===== src/rtl/spi_stat_pkg.sv =====
package spi_stat_pkg;

    typedef enum logic {
        BUF_SINGLE = 1'b0,
        BUF_FIFO   = 1'b1
    } buf_mode_e;

    typedef struct packed {
        logic txbe;
        logic txe;
        logic rxne;
        logic tmo;
    } stat_flags_t;

    localparam stat_flags_t FLAGS_RESET = '{txbe: 1'b1, txe: 1'b1, rxne: 1'b0, tmo: 1'b0};

    function automatic buf_mode_e to_mode(input logic m);
        return m ? BUF_FIFO : BUF_SINGLE;
    endfunction

endpackage


===== src/rtl/spi_stat_txflags.sv =====
module spi_stat_txflags
    import spi_stat_pkg::*;
#(
    parameter int LVL_W = 4
) (
    input  logic             clk,
    input  logic             rst,
    input  buf_mode_e        mode,
    input  logic [LVL_W-1:0] level,
    input  logic [LVL_W-1:0] thresh,
    input  logic             shift_busy,
    output logic             buf_empty,
    output logic             all_empty
);
    logic lvl_zero;
    logic txbe_d;

    assign lvl_zero = (level == '0);

    always_comb begin
        case (mode)
            BUF_FIFO:   txbe_d = (level <= thresh);
            default:    txbe_d = lvl_zero;
        endcase
    end

    always_ff @(posedge clk) begin
        if (rst) begin
            buf_empty <= FLAGS_RESET.txbe;
            all_empty <= FLAGS_RESET.txe;
        end else begin
            buf_empty <= txbe_d;
            all_empty <= lvl_zero && !shift_busy;
        end
    end
endmodule


===== src/rtl/spi_stat_rxflag.sv =====
module spi_stat_rxflag
    import spi_stat_pkg::*;
#(
    parameter int LVL_W = 4
) (
    input  logic             clk,
    input  logic             rst,
    input  buf_mode_e        mode,
    input  logic [LVL_W-1:0] level,
    input  logic [LVL_W-1:0] thresh,
    output logic             not_empty
);
    logic rxne_d;

    always_comb begin
        case (mode)
            BUF_FIFO:   rxne_d = (level >= thresh);
            default:    rxne_d = (level != '0);
        endcase
    end

    always_ff @(posedge clk) begin
        if (rst) not_empty <= FLAGS_RESET.rxne;
        else     not_empty <= rxne_d;
    end
endmodule


===== src/rtl/spi_stat_timeout.sv =====
module spi_stat_timeout
    import spi_stat_pkg::*;
#(
    parameter int LVL_W = 4,
    parameter int TOC_W = 8
) (
    input  logic             clk,
    input  logic             rst,
    input  buf_mode_e        mode,
    input  logic [LVL_W-1:0] rx_level,
    input  logic [TOC_W-1:0] toc_value,
    input  logic             tick,
    input  logic             rx_push,
    input  logic             dr_read,
    input  logic             clr_wr,
    input  logic             clr_bit,
    output logic             flag,
    output logic [TOC_W-1:0] count
);
    localparam int EXT_W = TOC_W + 1;

    logic             armed;
    logic             restart;
    logic             below;
    logic             advance;
    logic [EXT_W-1:0] count_inc;
    logic             hit;

    assign armed     = (mode == BUF_FIFO) && (rx_level != '0) && (toc_value != '0);
    assign restart   = !armed || rx_push || dr_read;
    assign below     = (count < toc_value);
    assign advance   = tick && below;
    assign count_inc = {1'b0, count} + EXT_W'(1);
    assign hit       = !restart && advance && (count_inc == {1'b0, toc_value});

    always_ff @(posedge clk) begin
        if (rst) begin
            count <= '0;
        end else if (restart) begin
            count <= '0;
        end else if (advance) begin
            count <= count_inc[TOC_W-1:0];
        end
    end

    always_ff @(posedge clk) begin
        if (rst) begin
            flag <= FLAGS_RESET.tmo;
        end else if (hit) begin
            flag <= 1'b1;
        end else if (clr_wr && clr_bit) begin
            flag <= 1'b0;
        end
    end
endmodule


===== src/rtl/spi_fifo_status.sv =====
module spi_fifo_status
    import spi_stat_pkg::*;
#(
    parameter int DEPTH = 8,
    parameter int TOC_W = 8,
    localparam int LVL_W = $clog2(DEPTH + 1)
) (
    input  logic             clk,
    input  logic             rst,
    input  logic             fifo_mode,
    input  logic [LVL_W-1:0] tx_level,
    input  logic [LVL_W-1:0] tx_thresh,
    input  logic             shift_busy,
    input  logic [LVL_W-1:0] rx_level,
    input  logic [LVL_W-1:0] rx_thresh,
    input  logic             tick,
    input  logic [TOC_W-1:0] toc_value,
    input  logic             rx_push,
    input  logic             dr_read,
    input  logic             flag_wr,
    input  logic             flag_wdata,
    output logic             tx_buf_empty,
    output logic             tx_all_empty,
    output logic             rx_not_empty,
    output logic             timeout_flag
);
    buf_mode_e        mode;
    stat_flags_t      flags;
    logic [TOC_W-1:0] idle_count;

    assign mode = to_mode(fifo_mode);

    spi_stat_txflags #(.LVL_W(LVL_W)) u_tx (
        .clk        (clk),
        .rst        (rst),
        .mode       (mode),
        .level      (tx_level),
        .thresh     (tx_thresh),
        .shift_busy (shift_busy),
        .buf_empty  (flags.txbe),
        .all_empty  (flags.txe)
    );

    spi_stat_rxflag #(.LVL_W(LVL_W)) u_rx (
        .clk       (clk),
        .rst       (rst),
        .mode      (mode),
        .level     (rx_level),
        .thresh    (rx_thresh),
        .not_empty (flags.rxne)
    );

    spi_stat_timeout #(.LVL_W(LVL_W), .TOC_W(TOC_W)) u_tmo (
        .clk       (clk),
        .rst       (rst),
        .mode      (mode),
        .rx_level  (rx_level),
        .toc_value (toc_value),
        .tick      (tick),
        .rx_push   (rx_push),
        .dr_read   (dr_read),
        .clr_wr    (flag_wr),
        .clr_bit   (flag_wdata),
        .flag      (flags.tmo),
        .count     (idle_count)
    );

    assign tx_buf_empty = flags.txbe;
    assign tx_all_empty = flags.txe;
    assign rx_not_empty = flags.rxne;
    assign timeout_flag = flags.tmo;
endmodule


===== config.mk =====
export PLATFORM = sky130hd
export DESIGN_NAME = spi_fifo_status
export DESIGN_NICKNAME = d
export VERILOG_FILES = /design/src/rtl/spi_stat_pkg.sv /design/src/rtl/spi_stat_txflags.sv /design/src/rtl/spi_stat_rxflag.sv /design/src/rtl/spi_stat_timeout.sv /design/src/rtl/spi_fifo_status.sv
export SDC_FILE = /design/constraint.sdc
export NUM_CORES = 1
export LEC_CHECK = 0
export BUFFER_PORTS_ARGS = -buffer_cell sky130_fd_sc_hd__buf_2
export CORE_UTILIZATION = 45
export CTS_CLUSTER_DIAMETER = 60
export DETAILED_ROUTE_END_ITERATION = 16
export GPL_TIMING_DRIVEN = 0
export PLACE_DENSITY = 0.82
export SYNTH_ARGS = -nofsm -noshare
export SYNTH_HDL_FRONTEND = slang
export SYNTH_SLANG_ARGS = --single-unit

===== constraint.sdc =====
create_clock -name clk -period 2.1 [get_ports clk]
set_input_delay 0.105 -clock clk [delete_from_list [all_inputs] [get_ports clk]]
set_output_delay 0.105 -clock clk [all_outputs]
set_load 0.05 [all_outputs]

==> results.toml <==
[drt]
route.detailed.drc = 0
drtIter0Drc = 28
vias_per_cell = 5.85
dr_total_vias = 1270
drt_pass1_iterations = 4
wl_um = 3070
wl_per_cell_um = 14.1
ant_nets = 0

[cts]
clock_sinks = 12
ctsHoldBuffers = 0
cts_root_buffer = "clkbuf_4"
cts_made_buffers = 3
cts.path.max_buffers = 2
clkTransAtPathRegs_ns = 0.08
clk_latency_ns = 0.28
cts_tree = "done"
cts_max_level = 1

[place]
port_buffers = 36
dp_hpwl_um = 2430
dp.cells = 208
place_ws_ns = -0.0583
gp_congestion = 0.938

[setup_path]
critPathArrivalTime_ns = 2.27
end_kind = "flip-flop"
r2r-start = "u_tmo.count[2]"
rrSetupSlack_ns = 0.03
worst-path-max-fanout = 3
cp.required_ns = 2.31
crit_start = "u_tmo.count[2]"
critPathLaunchType = "flip-flop"
crit_type = "reg2reg"

[sta]
relSlewSlack = 0.609
setup_viol = 0
final.min_clock_period_ns = 2.07
worst_slew_pin_slew_ns = 0.580
fmax_mhz = 483
final-hold-violation-count = 0
finalCritPeriodShare = 0.985
fin_ws_ns = 0.0315
whs_ns = 0.00419
drv_slew = 0
fin_worst_skew_ns = 0.00267
setup_tns_ns = 0

[power_and_ir_drop]
switching_share = 0.294
power_frac_comb = 0.253
irDropWorstVdd_mv = 0.305
power_frac_clock = 0.337
pwr-share-seq = 0.410
pwr_density_cell_nw_per_um2 = 371
internal-power_uw = 398
p_leak_nw = 0.704
p_sw_uw = 166

[flow_run]
maxCapViolCount = 0

[global_routing]
grt_pass1_vias = 1119
grt_max_degree = 11
grt_pass1_wl_um = 4620
grt_usage = 0.231
antenna_found_initial = 0
overflow = 0

[synth]
avgSynthCellArea_um2 = 7.96
synthFlopType = "dfxtp_1"
yosys_warnings = 0
netlist_area_um2 = 1150
synth-seq-area-share = 0.210
synth_most_common_cell = "inv_1"
netlist_top_cells_count = "inv_1, ha_1, a21oi_1"
yosysTopAreaCell = "dfxtp_1"
synth_top_area_frac = 0.210
synth_edf_count = 0
synth_area_leaders = "dfxtp_1, ha_1, inv_1"
ys_async_sr_fraction = 0
yosysUniqueCellTypes = 37
syn_inst = 144
syn_nets = 194
ys_ff_latch = 12

[floorplanning]
ios = 37
die_area_um2 = 2750
core.rowCount = 17
die_w_um = 52.5
core_um2 = 2300
die_h_um = 52.5
initial_utilization = 0.499

[finish]
layout-drive-gt1-share = 0.344
num-nets-final = 240
antenna_cells = 0
synthToLayoutAreaGrowth_pct = 32.8
finish.utilization = 0.662
fin_cells = 217

[status]
status = "finished, final reports clean"

[worst_hold_path]
hp-start = "shift_busy"
hp-class = "in2reg"
==> logic make-up (layout without fill, tap and decap cells) <==
kind of cell	after synthesis	after routing	share of synthesized area
adder cells (fa/ha/maj)	17	17	0.186
flip-flops	12	12	0.210
AND/OR/NAND/NOR	44	44	0.224
buffers and inverters	23	68	0.0830
AO/OA/AOI/OAI	39	39	0.228
XOR/XNOR	8	8	0.0611
multiplexers	1	1	0.00873
==> worst max-delay path, stage by stage (launching register included) <==
cell	delay [ns]
dfxtp_1	0.37
ha_4	0.21
o21ai_2	0.14
a21oi_2	0.06
o41a_1	0.42
buf_4	0.16
or4_1	0.50
a21oi_2	0.14
==> routing by layer <==
layer	GRT usage	vias up	share of wire
li1	-	621	-
met1	0.263	578	0.41
met2	0.428	62	0.50
met3	0.0261	9	0.067
met4	0.0921	0	0.027
met5	0	-	0
==> power groups by stage <==
stage	Combinational, mW	Clock, mW	Sequential [mW]
2_1_floorplan	0.0612	0	0.255
3_3_place_gp	0.127	0	0.239
3_5_place_dp	0.137	0	0.239
4_1_cts	0.137	0.191	0.234
5_1_grt	0.158	0.200	0.232
6_report	0.143	0.190	0.231
==> final timing paths <==
| check | end | cells after the start |
|---|---|---|
| worst min register to register | u_tmo.count[4] | 2 |
| worst min-delay path | u_tx.all_empty | 2 |
| worst max register to register | u_tmo.count[3] | 7 |
| worst max-delay path | u_tmo.count[3] | 7 |
==> sequential cells by signal (all words and copies together), names as in the netlist <==
signal          count
u_tx.buf_empty      1
u_tx.all_empty      1
u_rx.not_empty      1
u_tmo.flag          1
u_tmo.count         8
==> layout make-up <==
| cell class | instances | area (um2) |
|---|---|---|
| Sequential cell | 12 | 250 |
| Timing Repair Buffer | 41 | 218 |
| Inverter | 20 | 75.1 |
| Fill cell | 198 | 776 |
| Tap cell | 28 | 35.0 |
| Buffer | 3 | 20.0 |
| Multi-Input combinational cell | 109 | 887 |
| Clock buffer | 4 | 36.3 |
==> metrics by stage <==
stage                     total power [mW]  area, um2
after floorplan                      0.317       1150
after CTS                            0.562       1410
after global placement               0.365       1360
after detailed placement             0.375       1360
after global routing                 0.589       1520
final                                0.564       1520
==> repair_timing <==
action / in CTS / in global routing
pin swaps: 0 / 7
buffers inserted: 0 / 5
endpoints found under the setup margin: 6 / 3
gates resized for setup: 2 / 16
==> layout by cell type (no fill, tap or decap), drive strengths merged, types with 2 or more instances in the layout <==
cell / n
buf: 43
inv: 20
ha: 17
a21oi: 14
dfxtp: 12
or4: 9
nand3: 6
o31ai: 6
nand2: 5
nor2: 5
o21ai: 5
clkbuf: 5
xnor2: 4
nand2b: 4
xor2: 4
nor2b: 3
and3: 3
nand4: 3
nor3: 2
nand3b: 2
o21a: 2
a21o: 2
o211ai: 2
(Power assumes the default switching activity.)
